### src/rtl/flash_cmd_pkg.sv
// Shared constants and types for the flash command decoder.
// Assumes a 16-bit data bus whose command byte sits in bits 7..0.
package flash_cmd_pkg;

    localparam int KEY_W = 15;

    localparam logic [KEY_W-1:0] KEY_ADDR_A = 15'h5555;
    localparam logic [KEY_W-1:0] KEY_ADDR_B = 15'h2AAA;
    localparam logic [7:0]       KEY_BYTE_A = 8'hAA;
    localparam logic [7:0]       KEY_BYTE_B = 8'h55;

    localparam logic [7:0] OP_PROGRAM  = 8'hA0;
    localparam logic [7:0] OP_ID_ENTER = 8'h90;
    localparam logic [7:0] OP_QRY_ENTER = 8'h98;
    localparam logic [7:0] OP_LEAVE    = 8'hF0;
    localparam logic [7:0] OP_ERASE    = 8'h80;
    localparam logic [7:0] SEL_CHIP    = 8'h10;
    localparam logic [7:0] SEL_SECTOR  = 8'h30;
    localparam logic [7:0] SEL_BLOCK   = 8'h50;

    typedef enum logic [1:0] {
        RD_ARRAY = 2'd0,
        RD_IDENT = 2'd1,
        RD_QUERY = 2'd2
    } rd_mode_e;

    typedef enum logic [2:0] {
        ST_IDLE,
        ST_KEY1,
        ST_KEY2,
        ST_PROG,
        ST_EKEY0,
        ST_EKEY1,
        ST_ESEL
    } seq_state_e;

    typedef struct packed {
        logic prog;
        logic sect;
        logic blk;
        logic chip;
        logic ident;
        logic query;
        logic leave;
    } cmd_pulse_t;

endpackage

### src/rtl/cmd_seq_tracker.sv
// Follows the keyed write handshake and emits one-clock command pulses.
// Assumes wr_valid marks one write per clock; busy locks out every write.
module cmd_seq_tracker
    import flash_cmd_pkg::*;
#(
    parameter int ADDR_W   = 20,
    parameter int DATA_W   = 16,
    parameter int SECT_LSB = 11,
    parameter int BLK_LSB  = 15
) (
    input  logic              clk,
    input  logic              rst_n,
    input  logic              wr_valid,
    input  logic [ADDR_W-1:0] wr_addr,
    input  logic [DATA_W-1:0] wr_data,
    input  logic              busy,
    output cmd_pulse_t        pulse_o,
    output logic              abort_o,
    output logic [ADDR_W-1:0] prog_addr_o,
    output logic [DATA_W-1:0] prog_data_o,
    output logic [ADDR_W-1:0] erase_base_o
);

    localparam logic [ADDR_W-1:0] SECT_MASK = {ADDR_W{1'b1}} << SECT_LSB;
    localparam logic [ADDR_W-1:0] BLK_MASK  = {ADDR_W{1'b1}} << BLK_LSB;

    seq_state_e        state_q, state_d;
    cmd_pulse_t        pulse_d;
    logic              abort_d;
    logic [ADDR_W-1:0] ebase_d;
    logic              accept;
    logic [KEY_W-1:0]  key_addr;
    logic [7:0]        key_byte;
    logic              at_a, at_b;

    assign accept   = wr_valid && !busy;
    assign key_addr = wr_addr[KEY_W-1:0];
    assign key_byte = wr_data[7:0];
    assign at_a     = (key_addr == KEY_ADDR_A);
    assign at_b     = (key_addr == KEY_ADDR_B);

    // Next step, pulse and abort decision for the write presented now.
    always_comb begin
        state_d = state_q;
        pulse_d = '0;
        abort_d = 1'b0;
        ebase_d = '0;
        if (accept) begin
            unique case (state_q)
                ST_IDLE: begin
                    if (at_a && key_byte == KEY_BYTE_A) state_d = ST_KEY1;
                    else if (key_byte == OP_LEAVE)      pulse_d.leave = 1'b1;
                end
                ST_KEY1: begin
                    if (at_b && key_byte == KEY_BYTE_B) state_d = ST_KEY2;
                    else                                abort_d = 1'b1;
                end
                ST_KEY2: begin
                    state_d = ST_IDLE;
                    if (!at_a)                          abort_d = 1'b1;
                    else if (key_byte == OP_PROGRAM)    state_d = ST_PROG;
                    else if (key_byte == OP_ERASE)      state_d = ST_EKEY0;
                    else if (key_byte == OP_ID_ENTER)   pulse_d.ident = 1'b1;
                    else if (key_byte == OP_QRY_ENTER)  pulse_d.query = 1'b1;
                    else if (key_byte == OP_LEAVE)      pulse_d.leave = 1'b1;
                    else                                abort_d = 1'b1;
                end
                ST_PROG: begin
                    state_d      = ST_IDLE;
                    pulse_d.prog = 1'b1;
                end
                ST_EKEY0: begin
                    if (at_a && key_byte == KEY_BYTE_A) state_d = ST_EKEY1;
                    else                                abort_d = 1'b1;
                end
                ST_EKEY1: begin
                    if (at_b && key_byte == KEY_BYTE_B) state_d = ST_ESEL;
                    else                                abort_d = 1'b1;
                end
                ST_ESEL: begin
                    state_d = ST_IDLE;
                    if (at_a && key_byte == SEL_CHIP) begin
                        pulse_d.chip = 1'b1;
                    end else if (key_byte == SEL_SECTOR) begin
                        pulse_d.sect = 1'b1;
                        ebase_d      = wr_addr & SECT_MASK;
                    end else if (key_byte == SEL_BLOCK) begin
                        pulse_d.blk = 1'b1;
                        ebase_d     = wr_addr & BLK_MASK;
                    end else begin
                        abort_d = 1'b1;
                    end
                end
                default: abort_d = 1'b1;
            endcase
            if (abort_d) state_d = ST_IDLE;
        end
    end

    // Step register plus registered pulses and abort flag.
    always_ff @(posedge clk) begin
        if (!rst_n) begin
            state_q <= ST_IDLE;
            pulse_o <= '0;
            abort_o <= 1'b0;
        end else begin
            state_q <= state_d;
            pulse_o <= pulse_d;
            abort_o <= abort_d;
        end
    end

    // Capture of the program word and of the erase base address.
    always_ff @(posedge clk) begin
        if (!rst_n) begin
            prog_addr_o  <= '0;
            prog_data_o  <= '0;
            erase_base_o <= '0;
        end else begin
            if (pulse_d.prog) begin
                prog_addr_o <= wr_addr;
                prog_data_o <= wr_data;
            end
            if (pulse_d.chip || pulse_d.sect || pulse_d.blk) begin
                erase_base_o <= ebase_d;
            end
        end
    end

    p_busy_quiet_r8: assert property (@(posedge clk) disable iff (!rst_n)
        (busy && wr_valid) |=> (pulse_o == '0 && !abort_o));

    p_no_write_no_pulse_r12: assert property (@(posedge clk) disable iff (!rst_n)
        !wr_valid |=> (pulse_o == '0 && !abort_o));

endmodule

### src/rtl/cmd_mode_reg.sv
// Holds the read source selected by entry, exit and abort events.
// Assumes at most one event per clock from the sequence tracker.
module cmd_mode_reg
    import flash_cmd_pkg::*;
(
    input  logic       clk,
    input  logic       rst_n,
    input  cmd_pulse_t pulse_i,
    input  logic       abort_i,
    output rd_mode_e   mode_o
);

    // Mode update: entries set their mode, exit and abort restore array read.
    always_ff @(posedge clk) begin
        if (!rst_n) begin
            mode_o <= RD_ARRAY;
        end else if (pulse_i.ident) begin
            mode_o <= RD_IDENT;
        end else if (pulse_i.query) begin
            mode_o <= RD_QUERY;
        end else if (pulse_i.leave || abort_i) begin
            mode_o <= RD_ARRAY;
        end
    end

    p_mode_event_only_r6: assert property (@(posedge clk) disable iff (!rst_n)
        (!pulse_i.ident && !pulse_i.query && !pulse_i.leave && !abort_i)
        |=> $stable(mode_o));

endmodule

### src/rtl/cmd_info_table.sv
// Returns identification or query words for a read address in those modes.
// Assumes rd_addr is a full word address; upper bits must be zero to hit.
module cmd_info_table
    import flash_cmd_pkg::*;
#(
    parameter int          ADDR_W   = 20,
    parameter int          DATA_W   = 16,
    parameter logic [15:0] MFR_WORD = 16'h00BF,
    parameter logic [15:0] DEV_WORD = 16'h2782,
    parameter int          QRY_BASE = 16
) (
    input  rd_mode_e          mode_i,
    input  logic [ADDR_W-1:0] rd_addr,
    output logic              tbl_active,
    output logic [DATA_W-1:0] tbl_data
);

    localparam int QRY_N = 3;

    function automatic logic [7:0] qry_char(input int idx);
        case (idx)
            0:       qry_char = 8'h51;
            1:       qry_char = 8'h52;
            default: qry_char = 8'h59;
        endcase
    endfunction

    logic [QRY_N-1:0]  qry_hit;
    logic [DATA_W-1:0] qry_word [QRY_N];
    logic [DATA_W-1:0] qry_data;
    logic [DATA_W-1:0] id_data;

    for (genvar g = 0; g < QRY_N; g++) begin : g_qry
        assign qry_hit[g]  = (rd_addr == ADDR_W'(QRY_BASE + g));
        assign qry_word[g] = DATA_W'(qry_char(g));
    end

    // Merge of the query words selected by the address.
    always_comb begin
        qry_data = '0;
        for (int i = 0; i < QRY_N; i++) begin
            if (qry_hit[i]) qry_data = qry_word[i];
        end
    end

    // Identification words at addresses 0 and 1.
    always_comb begin
        if (rd_addr == ADDR_W'(0))      id_data = DATA_W'(MFR_WORD);
        else if (rd_addr == ADDR_W'(1)) id_data = DATA_W'(DEV_WORD);
        else                            id_data = '0;
    end

    // Output select by current mode.
    always_comb begin
        unique case (mode_i)
            RD_IDENT: begin tbl_active = 1'b1; tbl_data = id_data;  end
            RD_QUERY: begin tbl_active = 1'b1; tbl_data = qry_data; end
            default:  begin tbl_active = 1'b0; tbl_data = '0;       end
        endcase
    end

endmodule

### src/rtl/flash_cmd_decoder.sv
// Top of the command decoder: sequence tracker, mode register, lookup.
// Assumes synchronous writes qualified by wr_valid and a busy flag from
// the program/erase engine.
module flash_cmd_decoder
    import flash_cmd_pkg::*;
#(
    parameter int ADDR_W   = 20,
    parameter int DATA_W   = 16,
    parameter int SECT_LSB = 11,
    parameter int BLK_LSB  = 15
) (
    input  logic              clk,
    input  logic              rst_n,
    input  logic              wr_valid,
    input  logic [ADDR_W-1:0] wr_addr,
    input  logic [DATA_W-1:0] wr_data,
    input  logic              busy,
    input  logic [ADDR_W-1:0] rd_addr,
    output logic              prog_stb,
    output logic [ADDR_W-1:0] prog_addr,
    output logic [DATA_W-1:0] prog_data,
    output logic              sect_erase_stb,
    output logic              blk_erase_stb,
    output logic              chip_erase_stb,
    output logic [ADDR_W-1:0] erase_base,
    output logic              id_enter_stb,
    output logic              cfi_enter_stb,
    output logic              mode_exit_stb,
    output logic [1:0]        mode_o,
    output logic              tbl_active,
    output logic [DATA_W-1:0] tbl_data
);

    cmd_pulse_t pulse;
    logic       abort;
    rd_mode_e   mode;

    cmd_seq_tracker #(
        .ADDR_W  (ADDR_W),
        .DATA_W  (DATA_W),
        .SECT_LSB(SECT_LSB),
        .BLK_LSB (BLK_LSB)
    ) u_seq (
        .clk         (clk),
        .rst_n       (rst_n),
        .wr_valid    (wr_valid),
        .wr_addr     (wr_addr),
        .wr_data     (wr_data),
        .busy        (busy),
        .pulse_o     (pulse),
        .abort_o     (abort),
        .prog_addr_o (prog_addr),
        .prog_data_o (prog_data),
        .erase_base_o(erase_base)
    );

    cmd_mode_reg u_mode (
        .clk    (clk),
        .rst_n  (rst_n),
        .pulse_i(pulse),
        .abort_i(abort),
        .mode_o (mode)
    );

    cmd_info_table #(
        .ADDR_W(ADDR_W),
        .DATA_W(DATA_W)
    ) u_tbl (
        .mode_i    (mode),
        .rd_addr   (rd_addr),
        .tbl_active(tbl_active),
        .tbl_data  (tbl_data)
    );

    assign prog_stb       = pulse.prog;
    assign sect_erase_stb = pulse.sect;
    assign blk_erase_stb  = pulse.blk;
    assign chip_erase_stb = pulse.chip;
    assign id_enter_stb   = pulse.ident;
    assign cfi_enter_stb  = pulse.query;
    assign mode_exit_stb  = pulse.leave;
    assign mode_o         = mode;

    p_onehot_strobes_r12: assert property (@(posedge clk) disable iff (!rst_n)
        $onehot0({prog_stb, sect_erase_stb, blk_erase_stb, chip_erase_stb,
                  id_enter_stb, cfi_enter_stb, mode_exit_stb}));

    p_id_mode_r5: assert property (@(posedge clk) disable iff (!rst_n)
        id_enter_stb |=> (mode_o == 2'd1));

    p_cfi_mode_r5: assert property (@(posedge clk) disable iff (!rst_n)
        cfi_enter_stb |=> (mode_o == 2'd2));

    p_abort_read_r7: assert property (@(posedge clk) disable iff (!rst_n)
        abort |=> (mode_o == 2'd0));

    p_read_tbl_r11: assert property (@(posedge clk) disable iff (!rst_n)
        (mode_o == 2'd0) |-> (!tbl_active && tbl_data == '0));

endmodule

### config.mk
export PLATFORM = sky130hd
export DESIGN_NAME = flash_cmd_decoder
export DESIGN_NICKNAME = d
export VERILOG_FILES = /design/src/rtl/flash_cmd_pkg.sv /design/src/rtl/cmd_seq_tracker.sv /design/src/rtl/cmd_mode_reg.sv /design/src/rtl/cmd_info_table.sv /design/src/rtl/flash_cmd_decoder.sv
export SDC_FILE = /design/constraint.sdc
export NUM_CORES = 1
export LEC_CHECK = 0
export BUFFER_PORTS_ARGS = -buffer_cell sky130_fd_sc_hd__buf_2
export CELL_PAD_IN_SITES_DETAIL_PLACEMENT = 2
export CELL_PAD_IN_SITES_GLOBAL_PLACEMENT = 2
export CORE_ASPECT_RATIO = 0.75
export CORE_MARGIN = 1
export CORE_UTILIZATION = 24
export DETAILED_ROUTE_END_ITERATION = 8
export GPL_ROUTABILITY_DRIVEN = 0
export PLACE_DENSITY = 0.75
export SLEW_MARGIN = 0
export SYNTH_ARGS = -nofsm -noshare
export SYNTH_HDL_FRONTEND = slang
export SYNTH_SLANG_ARGS = --single-unit
export TNS_END_PERCENT = 10
### constraint.sdc
create_clock -name clk -period 2.7 [get_ports clk]
set_clock_uncertainty 0.15 [all_clocks]
set_input_delay 0 -clock clk [delete_from_list [all_inputs] [get_ports clk]]
set_output_delay 0 -clock clk [all_outputs]
set_load 0.01 [all_outputs]
==> implementation parameters <==
Parameter                              Value

Yosys
  Fraction of registers with async set or reset after synthesis    0%
  Average size of a mapped cell    8.17 um2
  Instance count of the mapped netlist    351
  Number of different library cells in the post-synthesis netlist    49
  Register area share after synthesis    40.5%
  Count of flip-flops with a built-in enable after synthesis    0
  Most common flop cell mapped by yosys    dfxtp_1
  Area of the mapped netlist    2870 um2
  Synthesized flop and latch total    58
  Number of warnings issued by yosys    0

Cells and area
  Leading cell type in the layout, fill and taps excluded    buf_2
  Top library cells by usage in the layout, fill and taps aside    buf_2 (126), nand2_1 (91), dfxtp_1 (58)
  Final Non-Filler Cells    679
  Share of post-route cells with drive strength above 1    30.8%
  Area overhead of the layout relative to synthesis    50.3%
  Post-Layout Inst Area    4310 um2
  Layout fillers    1332
  Final layout net count    574
  Count of inserted antenna diode cells    0

Critical path
  Start-to-end type of the worst setup path    in -> reg
  Library cell contributing the largest single delay on the critical path    dlygate4sd3_1
  CP Capture Type    flop
  Data required time of the critical path    2.76 ns
  Highest fanout seen on the critical path    11
  Critical-path cell list    dlygate4sd3_1 -> buf_2 -> nand4bb_1 -> or4b_4 -> nor4_4 -> o31ai_2 -> or3_1 -> a2111oi_2
  Delay of the slowest critical-path stage    0.56 ns
  Kind of start point of the critical path    input pin
  Worst endpoint data arrival time    2.59 ns

Clock tree
  Worst skew pair latency    0.32 ns
  Buffer cell driving the clock tree root    clkbuf_16
  CTS clk-pin slew, worst paths    0.05 ns
  Number of clock buffers inserted by TritonCTS    9
  TritonCTS Sinks    58
  Clock tree buffer depth    2
  Post-CTS Setup Inserts    0
  Number of instances resized during post-cts repair    0
  TritonCTS clock tree    done
  Total number of H-tree levels    3

STA
  Setup violation total in the final timing report    0
  Final Slew Violations    0
  Hold violation total from the final report    0
  Clock period minus worst slack    2.53 ns
  Tcrit/Tclk final    93.5%
  Worst slew margin relative to its limit    59.6%
  Highest attainable clock frequency    396 MHz
  Setup repair after global routing missed its margin    no
  Slew at the pin closest to its max-slew limit    0.605 ns
  Fin Setup TNS    0 ns

Global route
  Number of antenna violations at the first check in global routing    0
  Total global routing overflow    0
  Total GRT Usage    18.7%
  First-pass GRT wire length    18200 um
  Vias in the first global route    3374
  Maximum number of pins on one net before global-route repair    52

Routing
  WL/cell    16.4 um
  Routed vias/inst    4.70
  Post-detailed-routing wire length    11100 um
  Number of detailed-route iterations in the first pass    4
  Antenna-violating nets left    0
  Residual DRC count    0
  Count of vias placed by the detailed router    3190
  First DRT Iteration DRCs    79

Run status
  Result of the run    finished clean

Placement
  Post-detailed-placement half-perimeter wirelength    7880 um
  IO Port Bufs    126
  Count of placed standard cells including taps    623
  Dpl cell area    3590 um2

Floorplanning
  Row count    34
  Die Footprint    12400 um2
  Width of the die    128 um
  Core region area    11600 um2
  I/O Pins    142
  Initial core utilization    24.7%
  Die height    96.7 um

Pwr
  Worst vdd rail ir drop    0.000381 V
  Static Leakage    1.84 nW
  Power density cells    525 nW/um2

Worst hold path
  Min-delay worst type    in -> reg

Flow run
  Number of maximum-capacitance constraint violations    0
-- area by class of cell --
| cell class | instances | area, um2 | area share [%] |
|---|---|---|---|
| tap | 162 | 203 | 4.70 |
| multi-input combinational | 262 | 1520 | 35.1 |
| sequential | 58 | 1160 | 26.9 |
| clock inverter | 6 | 80.1 | 1.86 |
| inverter | 8 | 30.0 | 0.696 |
| clock buffer | 10 | 239 | 5.54 |
| timing repair buffer | 173 | 1080 | 25.1 |
-- path summary, 6_finish.rpt --
| path | end | startpoint | cells after the start | slack [ns] |
|---|---|---|---|---|
| setup / recovery | u_seq.pulse_o[0] | wr_data[5] | 8 | 0.17 |
| hold / removal | u_seq.state_q[0] | wr_valid | 4 | 0.01 |
| setup reg to reg | u_seq.pulse_o[4] | u_seq.state_q[0] | 5 | 0.31 |
| hold reg to reg | u_mode.mode_o[1] | u_seq.pulse_o[2] | 1 | 0.31 |
-- routing by layer --
metal	track usage, %	wire length (um)	up-vias
met5	0	0	-
met4	5.52	197	0
met3	6.53	813	18
met2	31.9	5390	118
met1	22.0	4750	1546
li1	-	-	1508
-- cells in the mapped netlist, drive strengths merged, types with 2 or more instances --
| cell | n | area, um2 |
|---|---|---|
| nand3 | 10 | 50.1 |
| ha | 2 | 25.0 |
| a21boi | 36 | 270 |
| nor4b | 2 | 17.5 |
| and4b | 2 | 20.0 |
| nor3 | 7 | 35.0 |
| nand3b | 4 | 30.0 |
| dfxtp | 58 | 1160 |
| or4bb | 4 | 45.0 |
| nor2 | 15 | 56.3 |
| o31ai | 2 | 20.0 |
| a22oi | 5 | 37.5 |
| or4 | 4 | 31.3 |
| and2 | 4 | 25.0 |
| a21oi | 7 | 35.0 |
| a31oi | 4 | 25.0 |
| a22o | 4 | 35.0 |
| nand2 | 91 | 342 |
| or3 | 2 | 12.5 |
| o21ai | 2 | 10.0 |
| nor3b | 4 | 30.0 |
| a211oi | 2 | 15.0 |
| clkbuf | 16 | 61.3 |
| nor4 | 8 | 65.1 |
| nand2b | 2 | 12.5 |
| nor2b | 7 | 43.8 |
| buf | 21 | 158 |
| nand4b | 2 | 17.5 |
| inv | 8 | 30.0 |
-- critical path, delay by kind of cell --
family	cells	cell delay (ns)
and+or+nand+nor	4	1.39
AOI/OAI and AO/OA	2	0.43
buffers and inverters	2	0.76
-- through the flow --
| step | setup slack [ns] | power [W] | hold slack (ns) | util [%] |
|---|---|---|---|---|
| 6_report | 0.175 | 0.00226 | 0.0134 | 37.1 |
| 5_1_grt | 0.0574 | 0.00234 | 0.0777 | 37.1 |
| 4_1_cts | 0.103 | 0.00230 | 0.00436 | 37.1 |
| 3_5_place_dp | 0.353 | 0.00101 | 0.116 | 30.9 |
| 3_3_place_gp | 0.521 | 0.00100 | 0.102 | 30.9 |
| 2_1_floorplan | 0.452 | 0.000945 | -0.0997 | - |
-- kinds of logic after synthesis --
logic type,Yosys count,synth area share [%]
AO/OA/AOI/OAI,70,18.3
XOR/XNOR,1,0.305
adder cells (fa/ha/maj),2,0.872
buffers and inverters,45,8.68
flip-flops,58,40.5
multiplexers,1,0.393
other,1,0.131
AND/OR/NAND/NOR,173,30.8
-- where the power goes --
group | leakage [nW] | internal (W) | switching, W | total (W)
Combinational | 1.22 | 0.0000909 | 0.0000867 | 0.000178
Sequential | 0.467 | 0.000857 | 0.00000000945 | 0.000857
Clock | 0.162 | 0.000825 | 0.000404 | 0.00123
Total | 1.84 | 0.00177 | 0.000491 | 0.00226
-- flip-flops by register name (all words and copies together), names as in the netlist --
register	flops
u_seq.prog_addr_o	20
u_mode.mode_o	2
u_seq.state_q	3
u_seq.prog_data_o	16
u_seq.erase_base_o	9
u_seq.abort_o	1
u_seq.pulse_o	7
-- what timing repair did --
item / 4_1_cts / 5_1_grt
hold buffers: 40 / 0
endpoints found under the hold margin: 51 / 0
setup endpoints to repair: 0 / 1
No activity file was read; power rests on OpenSTA's default activity.
